==> src/rtl/stop_wake_pkg.sv <==
package stop_wake_pkg;

    typedef enum logic [1:0] {
        ACT_NONE  = 2'b00,
        ACT_NEXT  = 2'b01,
        ACT_ISR   = 2'b10,
        ACT_RESET = 2'b11
    } wake_act_e;

    typedef enum logic [1:0] {
        ST_RUN  = 2'b00,
        ST_STOP = 2'b01,
        ST_STAB = 2'b10,
        ST_RSTP = 2'b11
    } seq_state_e;

endpackage

==> src/rtl/swk_rst_sync.sv <==
module swk_rst_sync #(
    parameter int STAGES = 2
) (
    input  logic clk,
    input  logic rst_n_i,
    output logic rst_n_o
);
    logic [STAGES-1:0] chain_d, chain_q;

    always_comb begin
        chain_d = {chain_q[STAGES-2:0], 1'b1};
    end

    always_ff @(posedge clk or negedge rst_n_i) begin
        if (!rst_n_i) chain_q <= '0;
        else          chain_q <= chain_d;
    end

    assign rst_n_o = chain_q[STAGES-1];
endmodule

==> src/rtl/swk_wake_decide.sv <==
module swk_wake_decide
    import stop_wake_pkg::*;
(
    input  logic      pend_i,
    input  logic      mask_i,
    input  logic      lowprio_i,
    input  logic      ie_i,
    input  logic      isp_i,
    output logic      wake_o,
    output wake_act_e act_o
);
    always_comb begin
        wake_o = pend_i && !mask_i;
        if (!lowprio_i) act_o = ie_i ? ACT_ISR : ACT_NEXT;
        else            act_o = (ie_i && isp_i) ? ACT_ISR : ACT_NEXT;
    end
endmodule

==> src/rtl/swk_wait_len.sv <==
module swk_wait_len #(
    parameter int XTAL_BASE_LOG2 = 11,
    parameter int XTAL_STEPS     = 6,
    parameter int SEL_W          = 3,
    parameter int IRC_WAIT       = 100,
    parameter int CW             = 17
) (
    input  logic             src_i,
    input  logic [SEL_W-1:0] sel_i,
    output logic [CW-1:0]    len_o
);
    localparam logic [CW-1:0] ONE = {{(CW-1){1'b0}}, 1'b1};

    logic [CW-1:0] step_len [XTAL_STEPS];

    for (genvar g = 0; g < XTAL_STEPS; g++) begin : g_step
        assign step_len[g] = ONE << (XTAL_BASE_LOG2 + g);
    end

    logic [CW-1:0] xtal_len;

    always_comb begin
        xtal_len = step_len[XTAL_STEPS-1];
        for (int k = 0; k < XTAL_STEPS; k++) begin
            if (sel_i == SEL_W'(k)) xtal_len = step_len[k];
        end
        len_o = src_i ? xtal_len : CW'(IRC_WAIT);
    end
endmodule

==> src/rtl/stop_wake_seq.sv <==
module stop_wake_seq
    import stop_wake_pkg::*;
#(
    parameter int XTAL_BASE_LOG2 = 11,
    parameter int XTAL_STEPS     = 6,
    parameter int SEL_W          = 3,
    parameter int IRC_WAIT       = 100,
    parameter int RST_CYCLES     = 16,
    parameter int SYNC_STAGES    = 2
) (
    input  logic             clk,
    input  logic             rst_n,
    input  logic             stop_req,
    input  logic             irq_pend,
    input  logic             irq_mask,
    input  logic             irq_lowprio,
    input  logic             irq_en,
    input  logic             isp_flag,
    input  logic             clk_src,
    input  logic [SEL_W-1:0] stab_sel,
    output logic             xtal_en,
    output logic             irc_en,
    output logic             core_clk_en,
    output logic [1:0]       wake_act
);
    localparam int XTAL_MAX = 1 << (XTAL_BASE_LOG2 + XTAL_STEPS - 1);
    localparam int M1       = (XTAL_MAX > IRC_WAIT) ? XTAL_MAX : IRC_WAIT;
    localparam int LEN_MAX  = (M1 > RST_CYCLES) ? M1 : RST_CYCLES;
    localparam int CW       = $clog2(LEN_MAX + 1);
    localparam logic [CW-1:0] RST_LAST = CW'(RST_CYCLES - 1);
    localparam logic [CW-1:0] CNT_ONE  = {{(CW-1){1'b0}}, 1'b1};

    typedef struct packed {
        seq_state_e       st;
        logic [CW-1:0]    cnt;
        logic             src;
        logic [SEL_W-1:0] sel;
        wake_act_e        held_act;
        wake_act_e        out_act;
    } seq_reg_t;

    localparam seq_reg_t SEQ_RESET = '{
        st:       ST_RSTP,
        cnt:      '0,
        src:      1'b0,
        sel:      '0,
        held_act: ACT_NONE,
        out_act:  ACT_NONE
    };

    logic          rst_ns;
    logic          wake_hit;
    wake_act_e     wake_kind;
    logic [CW-1:0] wait_len;
    seq_reg_t      seq_d, seq_q;
    seq_state_e    state_q;

    swk_rst_sync #(.STAGES(SYNC_STAGES)) u_rst_sync (
        .clk     (clk),
        .rst_n_i (rst_n),
        .rst_n_o (rst_ns)
    );

    swk_wake_decide u_decide (
        .pend_i    (irq_pend),
        .mask_i    (irq_mask),
        .lowprio_i (irq_lowprio),
        .ie_i      (irq_en),
        .isp_i     (isp_flag),
        .wake_o    (wake_hit),
        .act_o     (wake_kind)
    );

    swk_wait_len #(
        .XTAL_BASE_LOG2 (XTAL_BASE_LOG2),
        .XTAL_STEPS     (XTAL_STEPS),
        .SEL_W          (SEL_W),
        .IRC_WAIT       (IRC_WAIT),
        .CW             (CW)
    ) u_wait_len (
        .src_i (seq_q.src),
        .sel_i (seq_q.sel),
        .len_o (wait_len)
    );

    // next-state computation
    always_comb begin
        seq_d         = seq_q;
        seq_d.out_act = ACT_NONE;
        case (seq_q.st)
            ST_RUN: begin
                if (stop_req) begin
                    seq_d.st  = ST_STOP;
                    seq_d.src = clk_src;
                    seq_d.sel = stab_sel;
                    seq_d.cnt = '0;
                end
            end
            ST_STOP: begin
                if (wake_hit) begin
                    seq_d.st       = ST_STAB;
                    seq_d.held_act = wake_kind;
                    seq_d.cnt      = '0;
                end
            end
            ST_STAB: begin
                if (seq_q.cnt == wait_len - CNT_ONE) begin
                    seq_d.st      = ST_RUN;
                    seq_d.out_act = seq_q.held_act;
                    seq_d.cnt     = '0;
                end else begin
                    seq_d.cnt = seq_q.cnt + CNT_ONE;
                end
            end
            default: begin
                if (seq_q.cnt == RST_LAST) begin
                    seq_d.st      = ST_RUN;
                    seq_d.out_act = ACT_RESET;
                    seq_d.cnt     = '0;
                end else begin
                    seq_d.cnt = seq_q.cnt + CNT_ONE;
                end
            end
        endcase
    end

    always_ff @(posedge clk or negedge rst_ns) begin
        if (!rst_ns) seq_q <= SEQ_RESET;
        else         seq_q <= seq_d;
    end

    assign state_q = seq_q.st;

    always_comb begin
        core_clk_en = (seq_q.st == ST_RUN);
        wake_act    = seq_q.out_act;
        case (seq_q.st)
            ST_RUN:  begin xtal_en = clk_src;    irc_en = !clk_src;    end
            ST_STAB: begin xtal_en = seq_q.src;  irc_en = !seq_q.src;  end
            ST_RSTP: begin xtal_en = 1'b0;       irc_en = 1'b1;        end
            default: begin xtal_en = 1'b0;       irc_en = 1'b0;        end
        endcase
    end

    // a masked request never leaves STOP
    assert_masked_hold_R1: assert property (@(posedge clk) disable iff (!rst_ns)
        (state_q == ST_STOP && irq_mask) |=> (state_q == ST_STOP));

    // action code lasts one cycle
    assert_act_pulse_R5: assert property (@(posedge clk) disable iff (!rst_ns)
        (wake_act != 2'b00) |=> (wake_act == 2'b00));

    // action code only on the first enabled cycle
    assert_act_on_enable_R5: assert property (@(posedge clk) disable iff (!rst_ns)
        (wake_act != 2'b00) |-> (core_clk_en && !$past(core_clk_en)));

    // stop request shuts everything off next cycle
    assert_stop_quiet_R6: assert property (@(posedge clk) disable iff (!rst_ns)
        (state_q == ST_RUN && stop_req) |=> (!core_clk_en && !xtal_en && !irc_en));

    // captured selects do not move outside the running state
    assert_sel_stable_R9: assert property (@(posedge clk) disable iff (!rst_ns)
        (state_q != ST_RUN && $past(state_q) != ST_RUN) |-> ($stable(seq_q.sel) && $stable(seq_q.src)));

    // leaving reset processing always reports the reset action
    assert_reset_act_R11: assert property (@(posedge clk) disable iff (!rst_ns)
        (state_q == ST_RUN && $past(state_q) == ST_RSTP) |-> (wake_act == 2'b11));

endmodule

==> config.mk <==
export PLATFORM = sky130hd
export DESIGN_NAME = stop_wake_seq
export DESIGN_NICKNAME = d
export VERILOG_FILES = /design/src/rtl/stop_wake_pkg.sv /design/src/rtl/swk_rst_sync.sv /design/src/rtl/swk_wake_decide.sv /design/src/rtl/swk_wait_len.sv /design/src/rtl/stop_wake_seq.sv
export SDC_FILE = /design/constraint.sdc
export NUM_CORES = 1
export LEC_CHECK = 0
export ABC_CLOCK_PERIOD_IN_PS = 3150
export BUFFER_PORTS_ARGS = -buffer_cell sky130_fd_sc_hd__buf_2
export CAP_MARGIN = 30
export CORE_ASPECT_RATIO = 0.5
export CORE_MARGIN = 5
export CORE_UTILIZATION = 45
export DETAILED_ROUTE_END_ITERATION = 10
export PLACE_DENSITY = 0.73
export SYNTH_ARGS = -nofsm -noshare
export SYNTH_HDL_FRONTEND = slang
export SYNTH_SLANG_ARGS = --single-unit
==> constraint.sdc <==
create_clock -name clk -period 3.15 [get_ports clk]
set_input_delay 0.4725 -clock clk [delete_from_list [all_inputs] [get_ports clk]]
set_output_delay 0.4725 -clock clk [all_outputs]
set_load 0.1 [all_outputs]
# == Word-level counts from Yosys, hierarchy flattened ==
# Cells that the tools add are included.
# totals
elab_cells,57
inputBits,12
register_bits,29
# classes
add_sub_neg,2
mux,22
n_eq_ne,13
n_reduce_logical,13
# op_table
cell,count
$mux 17,9
$pmux 19 s3,1
$mux 23,1
$mux 19,1
$add 17x1->17 const B,1
$eq 17x17->1,1
$eq 17x4->1 const B,1
$sub 17x1->17 const B,1
$mux 2,7
$eq 3x2->1 const B,2
$eq 3x3->1 const B,2
$reduce_and 2->1,3
$eq 2x2->1 const B,2
$ne 2x2->1 const B,2
$pmux 2 s2,1
$reduce_and 4->1,1
$reduce_bool 4->1,1
$eq 3x1->1 const B,1
$logic_not 1->1,3
$logic_not 3->1,1
$pmux 1 s3,1
$eq 2x1->1 const B,1
$logic_and 1x1->1,2
$logic_not 2->1,1
3 further kinds,3

# == Longest topological paths before layout ==
# Gate-level depths: netlist (run 1).
# depth
word_depth,12
depth_mapped,9
mapped_depth_nobuf,7

# == By module ==
# Synthesis (run 1) repeated with hierarchy kept, for this count alone.
# unflattened
hier_cells,294
area_unflattened_um2,2484.9
# by_module_without_submodules
mod,area_per_inst_um2,instances,cells_each,seq_area_each_um2
stop_wake_seq,2253.4,1,269,678.2
swk_wait_len,155.1,1,18,0.0
swk_rst_sync,53.8,1,3,50.0
swk_wake_decide,22.5,1,4,0.0

# == Least setup slack after synthesis (run 1) ==
# Ideal clock, no wire load.
# synth_timing
path_type,register to output
start,register seq_q (netlist bit state_q[0])
end,output irc_en
arrival_time_ns,2.923
path_buffers,0
path_slack_ns,-0.245
t_required_ns,2.677
path_stages_with_launch,7
cell_sequence,dfstp_2 -> inv_1 -> ha_1 -> inv_1 -> o22ai_1 -> nor2_1 -> nor2_1
# synth_between
elab_chain_len,2
elab_cells_between_ends,4
cone_classes,eq/ne (2); mux (1); reduce/logical (1)
# synth_rtl
item,line,text
start: declaration,stop_wake_seq.sv:55,"seq_reg_t seq_d, seq_q;"
start signal: assignment,stop_wake_seq.sv:129,else seq_q <= seq_d;
$logic_not 2->1,-,
via core_clk_en,stop_wake_seq.sv:23,"output logic core_clk_en,"
$pmux 1 s3,stop_wake_seq.sv:137,case (seq_q.st)
end: declaration,stop_wake_seq.sv:22,"output logic irc_en,"
# The timed path passes the listed nets, and every way through them passes these cells.

# == Final worst setup path (run 1) ==
# layout_timing
start,register seq_q (netlist bit state_q[1])
end,register seq_q[12] (netlist name)
# layout_between
elab_chain_len,3
elab_cells_between_ends,7
cone_classes,eq/ne (4); mux (1); reduce/logical (2)
# layout_rtl
item,line,text
$eq 2x1->1 / $logic_not 2->1 (equally long branches),stop_wake_seq.sv:90,case (seq_q.st)
$ne 2x1->1 (no source line) / $ne 2x2->1 (equally long branches),-,
$reduce_and 2->1 (no source line),-,
# Several ways; a longest one is shown, not always the timed one.
# A chain may end at the register's enable or synchronous reset.

==> results of run 1 <==
## worst max-delay path, cell delays in order (launching register included)
cell and delay (ns):
dfstp_2 0.55, inv_1 0.06, ha_1 0.25, nand2b_1 0.12, o21a_1 0.12, buf_4 0.18, o211a_1 0.67, nand2_1 0.32
o31ai_1 0.26
## final cells by class
| class | count | share of cell area (%) |
|---|---|---|
| Tap cell | 51 | 3.30 |
| Inverter | 9 | 1.75 |
| Clock buffer | 7 | 4.98 |
| Sequential cell | 29 | 37.6 |
| Timing Repair Buffer | 19 | 5.82 |
| Multi-Input combinational cell | 141 | 46.3 |
| Clock inverter | 1 | 0.259 |
## stage by stage
step,hold WS [ns],cells
floorplan,0.177,190
global placement,0.262,247
detailed placement,0.262,248
CTS,0.277,257
global route,0.326,257
finish,0.260,257
## synth_stat cells (5+ instances only)
cell type	number
dfrtp_1	27
a31oi_1	21
nand2_1	15
nand3_1	14
nor2_1	12
inv_1	9
o21ai_0	8
and3_1	6
ha_1	5
mux2_2	5
nand4_1	5
o211ai_1	5
## worst max path at each step
stage	from	to	slack [ns]	depth (start not counted)
floorplan	state_q[0]$_DFFE_PN1P_	irc_en	0.22	6
global placement	state_q[1]$_DFFE_PN1P_	seq_q[12]$_DFFE_PN0P_	0.62	8
detailed placement	state_q[1]$_DFFE_PN1P_	seq_q[12]$_DFFE_PN0P_	0.57	8
CTS	state_q[1]$_DFFE_PN1P_	seq_q[12]$_DFFE_PN0P_	0.55	8
global route	state_q[1]$_DFFE_PN1P_	seq_q[12]$_DFFE_PN0P_	0.31	8
finish	state_q[1]$_DFFE_PN1P_	seq_q[12]$_DFFE_PN0P_	0.51	8
## cell usage in the layout (no fill, tap or decap), drive strengths merged, types with 5 or more instances in the layout
| cell type | netlist | routed |
|---|---|---|
| dfrtp | 27 | 27 |
| a31oi | 21 | 21 |
| buf | 7 | 18 |
| nand2 | 16 | 16 |
| nand3 | 14 | 14 |
| nor2 | 12 | 12 |
| o21ai | 11 | 11 |
| inv | 9 | 9 |
| clkbuf | 4 | 7 |
| and3 | 7 | 7 |
| nand4 | 5 | 5 |
| o211ai | 5 | 5 |
| mux2 | 5 | 5 |
| ha | 5 | 5 |
## flip-flops by register name (all words and copies together) (netlist names)
| name | flops |
|---|---|
| seq_q | 23 |
| wake_act | 2 |
| u_rst_sync.chain_q | 2 |
| state_q | 2 |
## logic make-up after synthesis
group                    count (synthesis)  share of synthesized area [%]
AND/OR/NAND/NOR                         72                           21.8
AO/OA/AOI/OAI                           56                           21.7
flip-flops                              29                           42.1
buffers and inverters                   20                           6.22
multiplexers                             6                           3.83
adder cells (fa/ha/maj)                  5                           3.62
other                                    1                          0.217
XOR/XNOR                                 1                          0.507
## per-layer routing
metal  wire [um]  vias to the layer above
li1            -                      738
met1        1830                      768
met2        1770                       57
met3         320                        5
met4          44                        0
met5           0                        -
## power by group
part,total (uW),switching (uW),internal (uW)
Combinational,598,412,186
Clock,339,142,197
Sequential,519,76.4,443
Total,1460,631,826
==> key figures, run 1 <==
Status
  – Outcome: finished clean

Global route
  – Most crowded layer after global routing: met2
  – Met3 global-route usage: 5.17%
  – Gr usage total: 16.7%
  – Vias in the first global route: 1392
  – Met1 usage: 22.6%
  – Pin count of the biggest net entering global routing: 27
  – Met2 Use GR: 26.2%
  – Initial antenna violation count: 0
  – GRT overflow: 0
  – First-pass GRT wire length: 6.84 mm

Clock tree
  – Cts repair resizes: 0
  – CTS tree: done
  – Clk slew on worst S/H paths: 0.06 ns
  – H-tree levels: 2
  – # clock sinks: 29
  – Worst-Skew Late Latency: 0.28 ns
  – Post-CTS Setup Bufs: 0
  – CTS Buf Count: 5
  – Max Root-Sink Buffers: 2
  – Hold buffers post-CTS: 1
  – Root buffer cell: clkbuf_8

Floorplanning
  – Die width: 97.7 um
  – DIE AREA: 0.00526 sq mm
  – Area of the core: 0.00357 sq mm
  – I/O pin cnt: 17
  – Die height: 53.8 um
  – Initial Util: 48.5%
  – FP Rows: 15

Layout
  – Final Cell Area: 0.00194 sq mm
  – Nets: 222
  – # diodes: 0
  – Area grow syn2layout: 11.9%
  – Filler Cells Inserted: 333
  – Multi-input logic area: 896 sq um
  – Final core utilization: 54.3%
  – FF/Latch Area: 728 sq um
  – Layout cells sized above 1: 18.9%

Route
  – DRC Markers: 0
  – Routed len/inst: 15.4 um
  – DRT iter0 DRCs: 142
  – WL final: 3.97 mm
  – Total number of vias: 1568
  – ANT nets after route: 0
  – Pre-antenna DRT Iters: 4
  – DR vias/cell: 6.10

STA
  – Count of final setup violators: 0
  – Fin Clk Skew: 0.00512 ns
  – Final hold vios: 0
  – Tcrit/Tclk final: 83.7%
  – RSZ-0062 raised after global routing: no
  – Final WS setup: 0.514 ns
  – Relative slew slack: 49.7%
  – Fmax: 379 MHz
  – Post-layout min period: 2.64 ns
  – Worst-margin pin slew: 0.754 ns
  – Setup TNS: 0 ns
  – Slew Limit Fails: 0

Placement
  – Setup slack after placement: 0.567 ns
  – IO Port Bufs: 16
  – Placer congestion estimate: 0.865
  – DPL Wire Length: 2.87 mm
  – DP Area: 0.00182 sq mm

Flow run
  – Max Cap Violations: 0

Synth
  – Dominant cells by area after synthesis: dfrtp_1 (39%), a31oi_1 (7.6%), nand3_1 (4.1%)
  – Count of different cell masters after synthesis: 49
  – Syn_area_per_cell: 9.10 sq um
  – Syn nets: 207
  – Synth Register Bits: 29
  – Warnings from Yosys: 0
  – Async SR Flop Fraction: 100%
  – Post-synth top area cell: dfrtp_1
  – Top_reg_cell synth: dfrtp_1
  – Yosys top cell area share: 39.1%
  – Cell area after synthesis: 0.00173 sq mm
  – Sequential share of the synthesized area: 42.1%
  – Post-synth EDFFs: 0
  – Syn Inst Count: 190

Power and ir drop
  – Cell area power density: 752 mW/mm^2
  – P_leak: 0.000840 uW
  – Tot Pwr: 1460 uW
  – Peak VDD IR: 238 uV

Worst setup path
  – WP data required: 3.33 ns
  – Reg2reg setup slack: 0.51 ns
  – Critical path type: reg -> reg
  – Reg-to-reg critical path endpoint: seq_q[12]$_DFFE_PN0P_
  – Critical Path Source Type: flip-flop
  – R2r startpoint: state_q[1]$_DFFE_PN1P_
  – Critical Path Fanout Max: 25
  – CP Capture Type: flip-flop
  – Worst Reg2Reg Path Length in Cells: 8
  – Critical path arrival: 2.82 ns

Worst hold path
  – Worst hold path type: reg -> async
Note: power is estimated with default switching activity, not from simulation.
==> inputs of run 2 (changes only) <==
Settings changed: ABC_CLOCK_PERIOD_IN_PS 3150 to 2400, PLACE_DENSITY 0.73 to 0.76.
Clock period 3.15 ns to 2.4 ns, I/O delays scaled along.
==> key figures, run 2 (same netlist as run 1, synthesis figures left out) <==
STA
  – Hold WS: 0.236 ns
  – Final WS setup: 0.0724 ns
  – Fin Clk Skew: 0.00975 ns
  – Fmax: 430 MHz
  – Relative slew slack: 55.7%
  – Count of final setup violators: 0
  – Post-layout min period: 2.33 ns
  – Final hold vios: 0
  – Tcrit/Tclk final: 97.0%
  – Worst-margin pin slew: 0.660 ns
  – Slew Limit Fails: 0
  – Setup TNS: 0 ns

Worst setup path
  – CP peak stage delay: 0.58 ns
  – Critical Path Fanout Max: 7
  – CP Capture Type: flip-flop
  – Critical path arrival: 2.54 ns
  – Reg2reg setup slack: 0.07 ns
  – Critical Path Slowest Stage Cell: or4_4
  – Critical Path Source Type: flip-flop
  – Crit-path cells: and4_1 > nand2_2 > o41a_1 > or4_4 > or2_4 > o21ai_1
  – WP data required: 2.61 ns
  – Critical path type: reg -> reg

Layout
  – # diodes: 0
  – Filler Cells Inserted: 325
  – Number of flip-flops in the largest register: 23
  – Area grow syn2layout: 19.8%
  – Most common cell after layout, fill and taps aside: dfrtp_1
  – Nets: 237
  – Largest Register: seq_q
  – Layout cells sized above 1: 26.7%
  – Most frequent cells in the layout: dfrtp_1 (27), a31oi_1 (21), buf_2 (16)
  – Multi-input logic area: 953 sq um
  – Final core utilization: 58.1%
  – FF/Latch Area: 728 sq um

Power and ir drop
  – Sw Pwr: 862 uW
  – Sequential share of power: 33.8%
  – Cell area power density: 948 mW/mm^2
  – Peak VDD IR: 798 uV
  – P_leak: 0.000909 uW
  – Clk network pwr share: 21.1%
  – Net switching share of the total power: 43.9%
  – Power share of the combinational group: 45.1%
  – Int Pwr: 1100 uW

Placement
  – Placer congestion estimate: 0.899
  – IO Port Bufs: 16
  – DPL Wire Length: 2.98 mm
  – Setup slack after placement: 0.0208 ns

Clock tree
  – Post-CTS Setup Bufs: 0
  – # clock sinks: 29
  – Worst-Skew Late Latency: 0.29 ns
  – Max Root-Sink Buffers: 2
  – Clk slew on worst S/H paths: 0.07 ns
  – CTS tree: done
  – H-tree levels: 2
  – Root buffer cell: clkbuf_8
  – CTS Buf Count: 5

Worst hold path
  – Worst hold path type: reg -> async

Global route
  – Gr usage total: 17.5%
  – Initial antenna violation count: 0
  – Vias in the first global route: 1508
  – GRT overflow: 0
  – Pin count of the biggest net entering global routing: 28
  – First-pass GRT wire length: 7.18 mm

Flow run
  – Max Cap Violations: 0

Route
  – DRC Markers: 0
  – DRT iter0 DRCs: 173
  – Pre-antenna DRT Iters: 4
  – DR vias/cell: 6.07
  – ANT nets after route: 0
  – WL final: 4.35 mm
  – Total number of vias: 1650
  – Routed len/inst: 16.0 um

Floorplanning
  – FP Rows: 15
  – Area of the core: 0.00357 sq mm
  – Die height: 53.8 um
  – Initial Util: 48.5%
  – Die width: 97.7 um
  – DIE AREA: 0.00526 sq mm
  – I/O pin cnt: 17

Status
  – Outcome: finished clean
[run 2: path summary, 6_finish.rpt]
kind                                                to                             from  cells after the start
worst max-delay path             wake_act[1]$_DFF_PN0_            seq_q[16]$_DFFE_PN0P_                      6
worst min-delay path             seq_q[24]$_DFFE_PN0P_  u_rst_sync.chain_q[1]$_DFF_PN0_                      1
worst min register to register   seq_q[24]$_DFFE_PN0P_  u_rst_sync.chain_q[1]$_DFF_PN0_                      1
worst max register to register   wake_act[1]$_DFF_PN0_            seq_q[16]$_DFFE_PN0P_                      6
min in group clk                  seq_q[6]$_DFFE_PN0P_                      stab_sel[2]                      2
max in group asynchronous       state_q[1]$_DFFE_PN1P_  u_rst_sync.chain_q[1]$_DFF_PN0_                      1
[run 2: cell type report]
cell class / count / area share [%]
Multi-Input combinational cell: 143 / 46.0
Sequential cell: 29 / 35.1
Timing Repair Buffer: 32 / 9.78
Clock buffer: 8 / 4.35
Tap cell: 51 / 3.08
Inverter: 9 / 1.63
[run 2: per-stage QoR]
stage	instances	power, uW	area (sq um)
floorplan	190	1320	1740
global placement	261	1480	1920
detailed placement	261	1510	1920
CTS	270	1930	2020
global route	272	2090	2070
finish	272	1960	2070
[run 2: power groups by stage]
stage	Sequential, uW	Clock (uW)	Combinational (uW)
floorplan	658	0	658
global placement	662	0	818
detailed placement	667	0	844
CTS	658	422	851
global route	672	453	964
finish	663	414	886
[run 2: repair_timing]
action | in CTS | in global routing
hold endpoints to repair | 2 | 0
gates resized for setup | 0 | 9
setup endpoints to repair | 0 | 19
hold buffers | 1 | 0
[run 2: per-layer routing]
| layer | global-route usage, % | part of all wire, % | vias to the layer above |
|---|---|---|---|
| met5 | 0 | 0 | - |
| met3 | 3.88 | 8.2 | 9 |
| met4 | 7.13 | 1.8 | 0 |
| met2 | 28.1 | 44 | 80 |
| li1 | - | - | 777 |
| met1 | 23.4 | 46 | 784 |
[run 2: critical path: cells and delay by family, from the launching register on]
| kind | cells | cell delay (ns) |
|---|---|---|
| AOI/OAI and AO/OA | 2 | 0.60 |
| and+or+nand+nor | 4 | 1.19 |
| DFF | 1 | 0.45 |
==> inputs of run 3 (changes only) <==
==> constraint.sdc (replaced) <==
create_clock -name clk -period 2.4 [get_ports clk]
set_input_delay 0.36 -clock clk [delete_from_list [all_inputs] [get_ports clk]]
set_output_delay 0.36 -clock clk [all_outputs]
set_load 0.005 [all_outputs]
==> key figures, run 3 (same netlist as run 1, synthesis figures left out) <==
Status
  – Outcome: finished clean

STA
  – Worst-margin pin slew: 0.608 ns
  – Relative slew slack: 59.2%
  – Tcrit/Tclk final: 99.0%
  – Count of final setup violators: 0
  – Post-layout min period: 2.38 ns
  – Final hold vios: 0
  – Fmax: 421 MHz
  – Slew Limit Fails: 0
  – Fin Clk Skew: 0.00547 ns

Worst setup path
  – Reg2reg setup slack: 0.02 ns
  – Worst Reg2Reg Path Length in Cells: 6
  – CP delay by family, top: simple AND/OR/NAND/NOR gates
  – Critical path buffers and inverters: 0
  – Crit-path cells: or4_4 > nor3_4 > a21oi_2 > or4_4 > or2_4 > o21ai_1
  – Reg-to-reg critical path endpoint: wake_act[1]$_DFF_PN0_
  – Most frequent CP cell: or4_4
  – Critical Path Source Type: flip-flop
  – Critical path type: reg -> reg
  – R2r startpoint: seq_q[15]$_DFFE_PN0P_
  – WP data required: 2.61 ns
  – CP peak stage delay: 0.60 ns
  – Critical Path Fanout Max: 7
  – Critical Path Slowest Stage Cell: or4_4
  – Critical path arrival: 2.58 ns
  – CP Capture Type: flip-flop

Route
  – Routed len/inst: 16.1 um
  – Pre-antenna DRT Iters: 4
  – DRT iter0 DRCs: 184
  – DRC Markers: 0
  – WL final: 4.38 mm
  – ANT nets after route: 0
  – DR vias/cell: 6.07
  – Total number of vias: 1657

Layout
  – Most common cell after layout, fill and taps aside: dfrtp_1
  – FF/Latch Area: 731 sq um
  – Largest Register: seq_q
  – Number of flip-flops in the largest register: 23
  – Most frequent cells in the layout: dfrtp_1 (25), a31oi_1 (21), buf_2 (16), buf_4 (16)
  – Multi-input logic area: 951 sq um
  – Final Cell Area: 0.00209 sq mm
  – Filler Cells Inserted: 285
  – # diodes: 0
  – Nets: 238
  – Final core utilization: 58.6%
  – Layout cells sized above 1: 27.9%
  – Area grow syn2layout: 20.9%

Global route
  – Pin count of the biggest net entering global routing: 28
  – Vias in the first global route: 1468
  – Initial antenna violation count: 0
  – Gr usage total: 16.5%
  – GRT overflow: 0
  – First-pass GRT wire length: 6.87 mm

Floorplanning
  – FP Rows: 15
  – Initial Util: 48.5%
  – I/O pin cnt: 17
  – DIE AREA: 0.00526 sq mm
  – Area of the core: 0.00357 sq mm
  – Die width: 97.7 um
  – Die height: 53.8 um

Placement
  – IO Port Bufs: 16
  – DPL Wire Length: 2.84 mm
  – DP Area: 0.00190 sq mm
  – Placer congestion estimate: 0.888

Clock tree
  – Root buffer cell: clkbuf_8
  – CTS Buf Count: 5
  – Max Root-Sink Buffers: 2
  – H-tree levels: 2
  – # clock sinks: 29
  – Worst-Skew Late Latency: 0.28 ns
  – CTS tree: done
  – Clk slew on worst S/H paths: 0.06 ns

Power and ir drop
  – P_leak: 0.000911 uW
  – Peak VDD IR: 319 uV
  – Cell area power density: 852 mW/mm^2

Worst hold path
  – Worst hold path type: reg -> async

Flow run
  – Max Cap Violations: 0
run 3: where the power goes:
part           internal (uW)  leakage (uW)  switching, uW  total (uW)
Clock                    259     0.0000542            189         448
Combinational            284      0.000481            383         667
Sequential               581      0.000376           85.5         667
Total                   1120      0.000911            658        1780
run 3: final cells by class:
class                           count  share of cell area (%)
Clock buffer                        7                    4.61
Clock inverter                      1                   0.239
Inverter                            9                    1.62
Multi-Input combinational cell    143                    45.5
Sequential cell                    29                    34.9
Tap cell                           51                    3.05
Timing Repair Buffer               33                    10.1
run 3: worst max-delay path by stage:
stage                           from                     to  slack [ns]  depth (start not counted)
3_5_place_dp   seq_q[21]$_DFFE_PN0P_  seq_q[20]$_DFFE_PN0P_        0.03                          7
6_report       seq_q[15]$_DFFE_PN0P_  wake_act[1]$_DFF_PN0_        0.02                          6
3_3_place_gp   seq_q[21]$_DFFE_PN0P_  seq_q[16]$_DFFE_PN0P_        0.06                          7
2_1_floorplan  seq_q[18]$_DFFE_PN0P_   seq_q[9]$_DFFE_PN0P_        0.14                          8
5_1_grt        seq_q[12]$_DFFE_PN0P_  wake_act[1]$_DFF_PN0_       -0.05                          6
4_1_cts        seq_q[21]$_DFFE_PN0P_  seq_q[20]$_DFFE_PN0P_        0.01                          7
run 3: worst register-to-register path, stage by stage, from the launching register on:
cell	delay (ns)
dfrtp_2	0.43
or4_4	0.55
nor3_4	0.23
a21oi_2	0.12
or4_4	0.60
or2_4	0.27
o21ai_1	0.12
run 3: timing repair:
| action | CTS | global route |
|---|---|---|
| setup buffers | 0 | 2 |
| hold endpoints to repair | 2 | 0 |
| resized for setup | 0 | 13 |
| endpoints found under the setup margin | 0 | 20 |
| hold buffers | 1 | 0 |
run 3: metal layers:
layer  part of all wire (%)  vias up  wire length, um  global-route usage (%)
met5                      0        -                0                       0
li1                       -      775                -                       -
met3                     10        5              450                    4.53
met1                     46      787             2020                    22.5
met4                   0.71        0               31                    5.52
met2                     43       90             1880                    25.9
run 3: stage by stage:
stage                     setup slack [ns]  instances  total power (uW)  setup TNS [ns]  hold WS [ns]
after global placement              0.0581        260              1250               0         0.149
after global routing               -0.0452        273              1890         -0.0713         0.287
after CTS                           0.0134        269              1740               0         0.251
after detailed placement            0.0255        260              1280               0         0.151
final                               0.0241        273              1780               0         0.235
after floorplan                      0.144        190              1080               0        0.0644
